--- src/rtl/membus_pkg.sv ---
package membus_pkg;

  typedef enum logic {
    BLK_EEPROM = 1'b0,
    BLK_FLASH  = 1'b1
  } blk_e;

  // exactly one of two active-low selects is asserted
  function automatic logic one_selected(input logic a_n, input logic b_n);
    return a_n ^ b_n;
  endfunction

  // both active-low selects asserted: illegal
  function automatic logic both_selected(input logic a_n, input logic b_n);
    return !a_n && !b_n;
  endfunction

  function automatic blk_e pick_block(input logic ef_n);
    return ef_n ? BLK_EEPROM : BLK_FLASH;
  endfunction

endpackage

--- src/rtl/membus_pipe.sv ---
module membus_pipe #(
  parameter int W      = 1,
  parameter int STAGES = 2,
  parameter logic [W-1:0] RST_VAL = '0
) (
  input  logic         clk,
  input  logic         rst_n,
  input  logic [W-1:0] d,
  output logic [W-1:0] q
);
  logic [W-1:0] st [STAGES];

  for (genvar g = 0; g < STAGES; g++) begin : g_stage
    if (g == 0) begin : g_first
      always_ff @(posedge clk or negedge rst_n)
        if (!rst_n) st[g] <= RST_VAL;
        else        st[g] <= d;
    end else begin : g_next
      always_ff @(posedge clk or negedge rst_n)
        if (!rst_n) st[g] <= RST_VAL;
        else        st[g] <= st[g-1];
    end
  end

  assign q = st[STAGES-1];
endmodule

--- src/rtl/membus_wrcap.sv ---
module membus_wrcap
  import membus_pkg::*;
#(
  parameter int AW    = 18,
  parameter int EE_AW = 13,
  parameter int DW    = 8
) (
  input  logic          clk,
  input  logic          rst_n,
  input  logic          s_ee_n,
  input  logic          s_ef_n,
  input  logic          s_oe_n,
  input  logic          s_we_n,
  input  logic [AW-1:0] a_addr,
  input  logic [DW-1:0] a_data,
  output logic [AW-1:0] wr_addr,
  output logic [DW-1:0] wr_data,
  output logic          wr_blk,
  output logic          wr_strobe,
  output logic          poisoned,
  output logic          win_open,
  output logic          win_close
);
  logic win_now, win_q, clash, released;

  function automatic logic [AW-1:0] mask_addr(input logic [AW-1:0] a, input blk_e b);
    logic [AW-1:0] m;
    m = '0;
    m[EE_AW-1:0] = '1;
    return (b == BLK_FLASH) ? a : (a & m);
  endfunction

  assign clash    = both_selected(s_ee_n, s_ef_n);
  assign released = s_ee_n && s_ef_n;
  assign win_now  = one_selected(s_ee_n, s_ef_n) && !s_we_n && s_oe_n && !poisoned && !clash;
  assign win_open  = win_now && !win_q;
  assign win_close = !win_now && win_q && !clash;

  always_ff @(posedge clk or negedge rst_n) begin
    if (!rst_n) begin
      win_q     <= 1'b0;
      poisoned  <= 1'b0;
      wr_addr   <= '0;
      wr_data   <= '0;
      wr_blk    <= 1'b0;
      wr_strobe <= 1'b0;
    end else begin
      win_q     <= win_now;
      wr_strobe <= win_close;
      if (clash)         poisoned <= 1'b1;
      else if (released) poisoned <= 1'b0;
      if (win_open) begin
        wr_blk  <= pick_block(s_ef_n);
        wr_addr <= mask_addr(a_addr, pick_block(s_ef_n));
      end
      if (win_close) wr_data <= a_data;
    end
  end
endmodule

--- src/rtl/membus_idle.sv ---
module membus_idle #(
  parameter int LIMIT = 8
) (
  input  logic clk,
  input  logic rst_n,
  input  logic activity,
  output logic idle
);
  localparam int CW = $clog2(LIMIT + 1);
  localparam logic [CW-1:0] TOP = CW'(LIMIT);
  logic [CW-1:0] cnt;

  always_ff @(posedge clk or negedge rst_n)
    if (!rst_n)        cnt <= '0;
    else if (activity) cnt <= '0;
    else if (cnt != TOP) cnt <= cnt + 1'b1;

  assign idle = (cnt == TOP);
endmodule

--- src/rtl/membus_front.sv ---
module membus_front
  import membus_pkg::*;
#(
  parameter int AW          = 18,
  parameter int EE_AW       = 13,
  parameter int DW          = 8,
  parameter int SYNC_STAGES = 2,
  parameter int IDLE_CYCLES = 8
) (
  input  logic          clk,
  input  logic          rst_n,
  input  logic          ee_n_i,
  input  logic          ef_n_i,
  input  logic          oe_n_i,
  input  logic          we_n_i,
  input  logic [AW-1:0] addr_i,
  input  logic [DW-1:0] wdata_i,
  input  logic [DW-1:0] rdata_i,
  input  logic          busy_i,
  output logic [AW-1:0] wr_addr_o,
  output logic [DW-1:0] wr_data_o,
  output logic          wr_blk_o,
  output logic          wr_strobe_o,
  output logic          rd_blk_o,
  output logic [DW-1:0] dq_o,
  output logic          dq_oe_o,
  output logic          conflict_o,
  output logic          standby_o,
  output logic          lowpwr_o
);
  localparam int CTL_W = 4;

  logic [CTL_W-1:0] ctl_s, ctl_prev;
  logic [AW-1:0]    addr_a, addr_prev;
  logic [DW-1:0]    data_a;
  logic s_ee_n, s_ef_n, s_oe_n, s_we_n;
  logic rd_now, clash_now, activity, idle, poisoned;
  logic win_open, win_close;

  membus_pipe #(.W(CTL_W), .STAGES(SYNC_STAGES), .RST_VAL('1)) u_ctl_sync (
    .clk, .rst_n, .d({ee_n_i, ef_n_i, oe_n_i, we_n_i}), .q(ctl_s));

  // address and data are delayed by the same depth so they line up with the controls
  membus_pipe #(.W(AW + DW), .STAGES(SYNC_STAGES), .RST_VAL('0)) u_bus_align (
    .clk, .rst_n, .d({addr_i, wdata_i}), .q({addr_a, data_a}));

  assign {s_ee_n, s_ef_n, s_oe_n, s_we_n} = ctl_s;

  membus_wrcap #(.AW(AW), .EE_AW(EE_AW), .DW(DW)) u_wrcap (
    .clk, .rst_n,
    .s_ee_n, .s_ef_n, .s_oe_n, .s_we_n,
    .a_addr(addr_a), .a_data(data_a),
    .wr_addr(wr_addr_o), .wr_data(wr_data_o), .wr_blk(wr_blk_o),
    .wr_strobe(wr_strobe_o), .poisoned,
    .win_open, .win_close);

  assign clash_now = both_selected(s_ee_n, s_ef_n);
  assign rd_now    = one_selected(s_ee_n, s_ef_n) && !s_oe_n && !poisoned;
  assign activity  = (ctl_s != ctl_prev) || (addr_a != addr_prev);

  membus_idle #(.LIMIT(IDLE_CYCLES)) u_idle (
    .clk, .rst_n, .activity, .idle);

  always_ff @(posedge clk or negedge rst_n) begin
    if (!rst_n) begin
      ctl_prev   <= '1;
      addr_prev  <= '0;
      dq_oe_o    <= 1'b0;
      dq_o       <= '0;
      rd_blk_o   <= 1'b0;
      conflict_o <= 1'b0;
      standby_o  <= 1'b0;
    end else begin
      ctl_prev   <= ctl_s;
      addr_prev  <= addr_a;
      dq_oe_o    <= rd_now;
      dq_o       <= rd_now ? rdata_i : '0;
      if (rd_now) rd_blk_o <= pick_block(s_ef_n);
      conflict_o <= clash_now;
      standby_o  <= s_ee_n && s_ef_n && !busy_i;
    end
  end

  assign lowpwr_o = idle && !standby_o;
endmodule

--- config.mk ---
export PLATFORM = sky130hd
export DESIGN_NAME = membus_front
export DESIGN_NICKNAME = d
export VERILOG_FILES = /design/src/rtl/membus_pkg.sv /design/src/rtl/membus_pipe.sv /design/src/rtl/membus_wrcap.sv /design/src/rtl/membus_idle.sv /design/src/rtl/membus_front.sv
export SDC_FILE = /design/constraint.sdc
export NUM_CORES = 1
export LEC_CHECK = 0
export ABC_CLOCK_PERIOD_IN_PS = 2550
export CORE_MARGIN = 8
export CORE_UTILIZATION = 30
export DETAILED_ROUTE_END_ITERATION = 10
export DONT_BUFFER_PORTS = 1
export HOLD_SLACK_MARGIN = 0.15
export PLACE_DENSITY_LB_ADDON = 0.1
export SLEW_MARGIN = 20
export SYNTH_ARGS = -nofsm -noshare
export SYNTH_HDL_FRONTEND = slang
export SYNTH_HIERARCHICAL = 1
export SYNTH_SLANG_ARGS = --single-unit
--- constraint.sdc ---
create_clock -name clk -period 2.55 [get_ports clk]
set_clock_uncertainty 0.05 [all_clocks]
set_input_delay 0.255 -clock clk [delete_from_list [all_inputs] [get_ports clk]]
set_output_delay 0.255 -clock clk [all_outputs]
set_load 0.02 [all_outputs]
# Word level (Yosys, flattened, before mapping)
# Index checks and enable logic that the tools add are counted.
totals:
  latch_bits: 0
  mem_bits_ro: 0
  n_memories: 0
  mem_bits_rw: 0
  ff_bits: 128
  input_bits: 41
  wordCells: 57
classes:
  mul: 0
  eq_ne: 4
  n_reduce_logical: 26
  magnitude_cmp: 0
  bitwise_logic: 1
  add_sub_neg: 1
  shifts: 0
  div: 0
  muxes: 7
op_table:
  columns: ["cell", "n"]
  rows:
  - ["two-way mux 18 bit", 1]
  - ["!= test 18 bit", 1]
  - ["logical AND 1 bit", 13]
  - ["logical NOT 1 bit", 10]
  - ["two-way mux 4 bit", 2]
  - ["two-way mux 8 bit", 1]
  - ["adder 4 x 1 -> 4 bit, second input constant", 1]
  - ["== test 4 bit, second input constant", 1]
  - ["!= test 4 bit", 1]
  - ["!= test 4 bit, second input constant", 1]
  - ["nonzero test 2 bit", 2]
  - ["two-way mux 1 bit", 3]
  - ["logical OR 1 bit", 1]
  - ["XOR 1 bit", 1]

# Logic depth before layout (Yosys ltp)
depth:
  depth_word: 8
  mapped_depth: 7
  mapped_depth_nobuf: 5

# Cells and area by module
# The synthesis kept the hierarchy.
by_module_without_submodules:
  columns: ["module", "cells_per_inst", "area_each_um2", "n_inst"]
  rows:
  - ["membus_pipe (u_bus_align)", 78, 1496.4, 1]
  - ["membus_wrcap", 74, 1255.0, 1]
  - ["membus_front", 79, 1221.2, 1]
  - ["membus_pipe (u_ctl_sync)", 12, 240.2, 1]
  - ["membus_idle", 20, 219.0, 1]

# Worst setup path after synthesis
# Ideal clock, no wire load.
synth_path:
  path_kind: "register to register"
  from: "reg u_ctl_sync.st, in the netlist u_ctl_sync/q[2]"
  to: "reg u_wrcap.wr_addr[0]"
  required_time_ns: 2.375
  setup_ns: 0.125
  n_path_buf: 2
  t_arrival_ns: 1.895
  period_less_slack_ns: 2.070
  slack_ns: 0.480
  path_stages_with_launch: 8
  path_cell_list: "dfstp_2 buf_4 inv_1 ha_1 nand4bb_1 or3_4 buf_6 mux2_4"
synth_between:
  elab_chain_cells: 6
  elab_cells_between_ends: 9
  cone_classes: "1 x bitwise; 8 x reduce/logical"
synth_rtl:
  columns: ["element", "line_no", "text"]
  rows:
  - ["start: declaration", "membus_pipe.sv:11", "logic [W-1:0] st [STAGES];"]
  - ["start signal: indexed assignment", "membus_pipe.sv:21", "else st[g] <= st[g-1];"]
  - ["XOR 1 bit", "membus_pkg.sv:10", "return a_n ^ b_n;"]
  - ["logical AND 1 bit (3 in series)", "membus_wrcap.sv:35", "assign win_now = one_selected(s_ee_n, s_ef_n) && !s_we_n && s_oe_n && !poisoned && !clash;"]
  - ["logical AND 1 bit *", "membus_wrcap.sv:35", null]
  - ["logical AND 1 bit *", "membus_wrcap.sv:36", "assign win_open = win_now && !win_q;"]
  - ["end signal: assignment", "membus_wrcap.sv:54", "wr_addr <= mask_addr(a_addr, pick_block(s_ef_n));"]
  - ["end: declaration", "membus_wrcap.sv:16", "output logic [AW-1:0] wr_addr,"]
# Every way passes the cells marked *; elsewhere a longest branch is shown, timed or not.
# A chain may end at the register's enable or synchronous reset.

# Final worst setup path
layout_path:
  from: "reg u_ctl_sync.st, in the netlist u_ctl_sync/q[3]"
  to: "reg u_wrcap.wr_addr[5]"
# Same word-level chain as after synthesis.

==> impl_metrics.ini <==
[sta]
setup_viol = 0
hold_viol = 128
slew_viol_final = 0
hold_slack_ns = -0.496
fin_ws_ns = 0.399
period_needed_ns = 2.15
tightest_slew_ns = 0.445
rsz0062_at_grt = no
period_share = 0.844
slew_headroom = 0.703
tns_ns = 0
fmax_ghz = 0.465

[status]
status = complete, but fails checks
violations = negative hold slack

[drt]
drt-wirelength-per-cell_um = 15.8
via_per_inst = 3.96
remaining_drc_errors = 0
vias = 1923
drtIter0Drc = 83
wl_mm = 7.68
dr.pass1.iters = 3
antenna_left = 0

[floorplan]
ios = 82
start_util = 0.306
rows = 44
core_mm2 = 0.0145
die-area_mm2 = 0.0189
die_h_um = 137
die_w_um = 137

[critical_path]
required_ns = 2.79
r2r_cells = 5
timing.rr.end = u_wrcap/wr_addr[5]$_DFFE_PN0P_
r2r-start = u_ctl_sync/q[3]$_DFF_PN1_
arrival_ns = 2.39
rrSetupSlack_ns = 0.40
critPathLaunchType = register
endpoint_kind = register
cp_max_fo = 19
worstSetupPathType = reg2reg

[clock_network]
ctsHoldBuffers = 39
clockBufferDepth = 2
cts_setup_buffers = 0
clk_latency_ns = 0.40
post_cts_resized = 0
cts-root-buf = clkbuf_16
cts.clk_slew.worst_paths_ns = 0.06
numCtsBuffers = 17
cts_num_sinks = 128
cts.htree.levels = 4
tritoncts = done

[grt]
antenna_found_initial = 1
grt_max_degree = 129
grt_pass1_wl_mm = 12.3
grt_pass1_vias = 2234
grt_overflow = 0
track_usage = 0.0907

[pwr]
p_leak_nw = 2.44
vdd_drop_max_mv = 0.427
power_density_mw_per_mm2 = 1010

[yosys]
netlist_area_mm2 = 0.00443
synth_warnings = 6
syn-num-nets = 308
avgSynthCellArea_um2 = 16.9
syn-instance-count = 262

[place]
routabilityCongestion = 0.597
dpl.hpwl_mm = 4.75
portBuffers = 0
pre_cts_slack_ns = 0.378

[run]
max-cap-violations = 0

[finish]
area_growth_syn_to_layout_pct = 22.6
num-fill-cells = 1353
drive_above_1_share = 0.256
final_nets = 334

[worst_hold_path]
hp-class = in2async
## through the flow
step | power (mW) | instance area, um^2 | std cells | utilization | hold slack [ns]
floorplan | 2.91 | 4430 | 262 | - | -0.0906
global placement | 2.97 | 4410 | 414 | 0.305 | -0.0830
detailed placement | 2.98 | 4410 | 414 | 0.305 | -0.0835
CTS | 5.60 | 5430 | 485 | 0.375 | -0.534
global route | 5.73 | 5430 | 486 | 0.375 | -0.528
finish | 5.48 | 5430 | 486 | 0.375 | -0.496
## layout make-up
type	count	area, um^2	area share
sequential	128	3220	0.593
multi-input combinational	94	931	0.172
clock buffer	20	467	0.0860
timing repair buffer	40	398	0.0733
tap	184	230	0.0424
clock inverter	12	155	0.0286
inverter	7	26.3	0.00484
antenna	1	2.50	0.000461
## layout by cell type (no fill, tap or decap), types with 2 or more instances in the layout
master	n
and2_1	8
bufinv_16	3
clkbuf_16	17
clkbuf_8	3
clkinv_2	3
clkinvlp_4	2
dfrtp_1	116
dfstp_2	12
dlygate4sd3_1	39
ha_1	5
inv_1	7
inv_6	3
mux2_2	9
mux2_4	20
mux2i_1	2
nand4_1	5
nor2_1	5
nor2b_1	7
nor4_1	2
xnor2_1	19
xor2_1	5
## worst max-delay path by stage
stage,to,slack (ns),start,depth (start not counted)
3_5_place_dp,u_wrcap/wr_addr[15]$_DFFE_PN0P_,0.38,u_ctl_sync/q[3]$_DFF_PN1_,5
3_3_place_gp,u_wrcap/wr_addr[5]$_DFFE_PN0P_,0.41,u_ctl_sync/q[3]$_DFF_PN1_,5
6_report,u_wrcap/wr_addr[5]$_DFFE_PN0P_,0.40,u_ctl_sync/q[3]$_DFF_PN1_,5
4_1_cts,u_wrcap/wr_addr[15]$_DFFE_PN0P_,0.36,u_ctl_sync/q[3]$_DFF_PN1_,5
2_1_floorplan,u_wrcap/wr_addr[0]$_DFFE_PN0P_,0.48,u_ctl_sync/q[2]$_DFF_PN1_,7
5_1_grt,u_wrcap/wr_addr[2]$_DFFE_PN0P_,0.30,u_ctl_sync/q[3]$_DFF_PN1_,5
## metal layers
metal,GRT usage,routed length [um],share of wire,vias up
met4,0.0471,106,0.014,0
met5,0,0,0,-
met1,0.107,3260,0.42,971
met2,0.125,3560,0.46,61
met3,0.0562,749,0.098,10
li1,-,-,-,881
## critical path, cell delays in order (launching register included)
cell and delay [ns]:
dfstp_2 0.57, inv_1 0.05, ha_1 0.29, nand4bb_1 0.14, or3_4 0.56, mux2_4 0.36
## state kept, by name, indices dropped and copies added, names as in the netlist, 4 cells and up
register / cells
addr_prev: 18
ctl_prev: 4
dq_o: 8
u_bus_align/q: 26
u_bus_align/st: 26
u_ctl_sync/q: 4
u_ctl_sync/st: 4
u_idle/cnt: 4
u_wrcap/wr_addr: 18
u_wrcap/wr_data: 8
## report_power, final
part | total (mW) | leakage, nW | switching [mW] | internal (mW)
clock | 2.51 | 0.303 | 0.886 | 1.62
sequential | 2.64 | 1.53 | 0.373 | 2.27
combinational | 0.326 | 0.604 | 0.0778 | 0.249
total | 5.48 | 2.44 | 1.34 | 4.14
(Power assumes the default switching activity.)
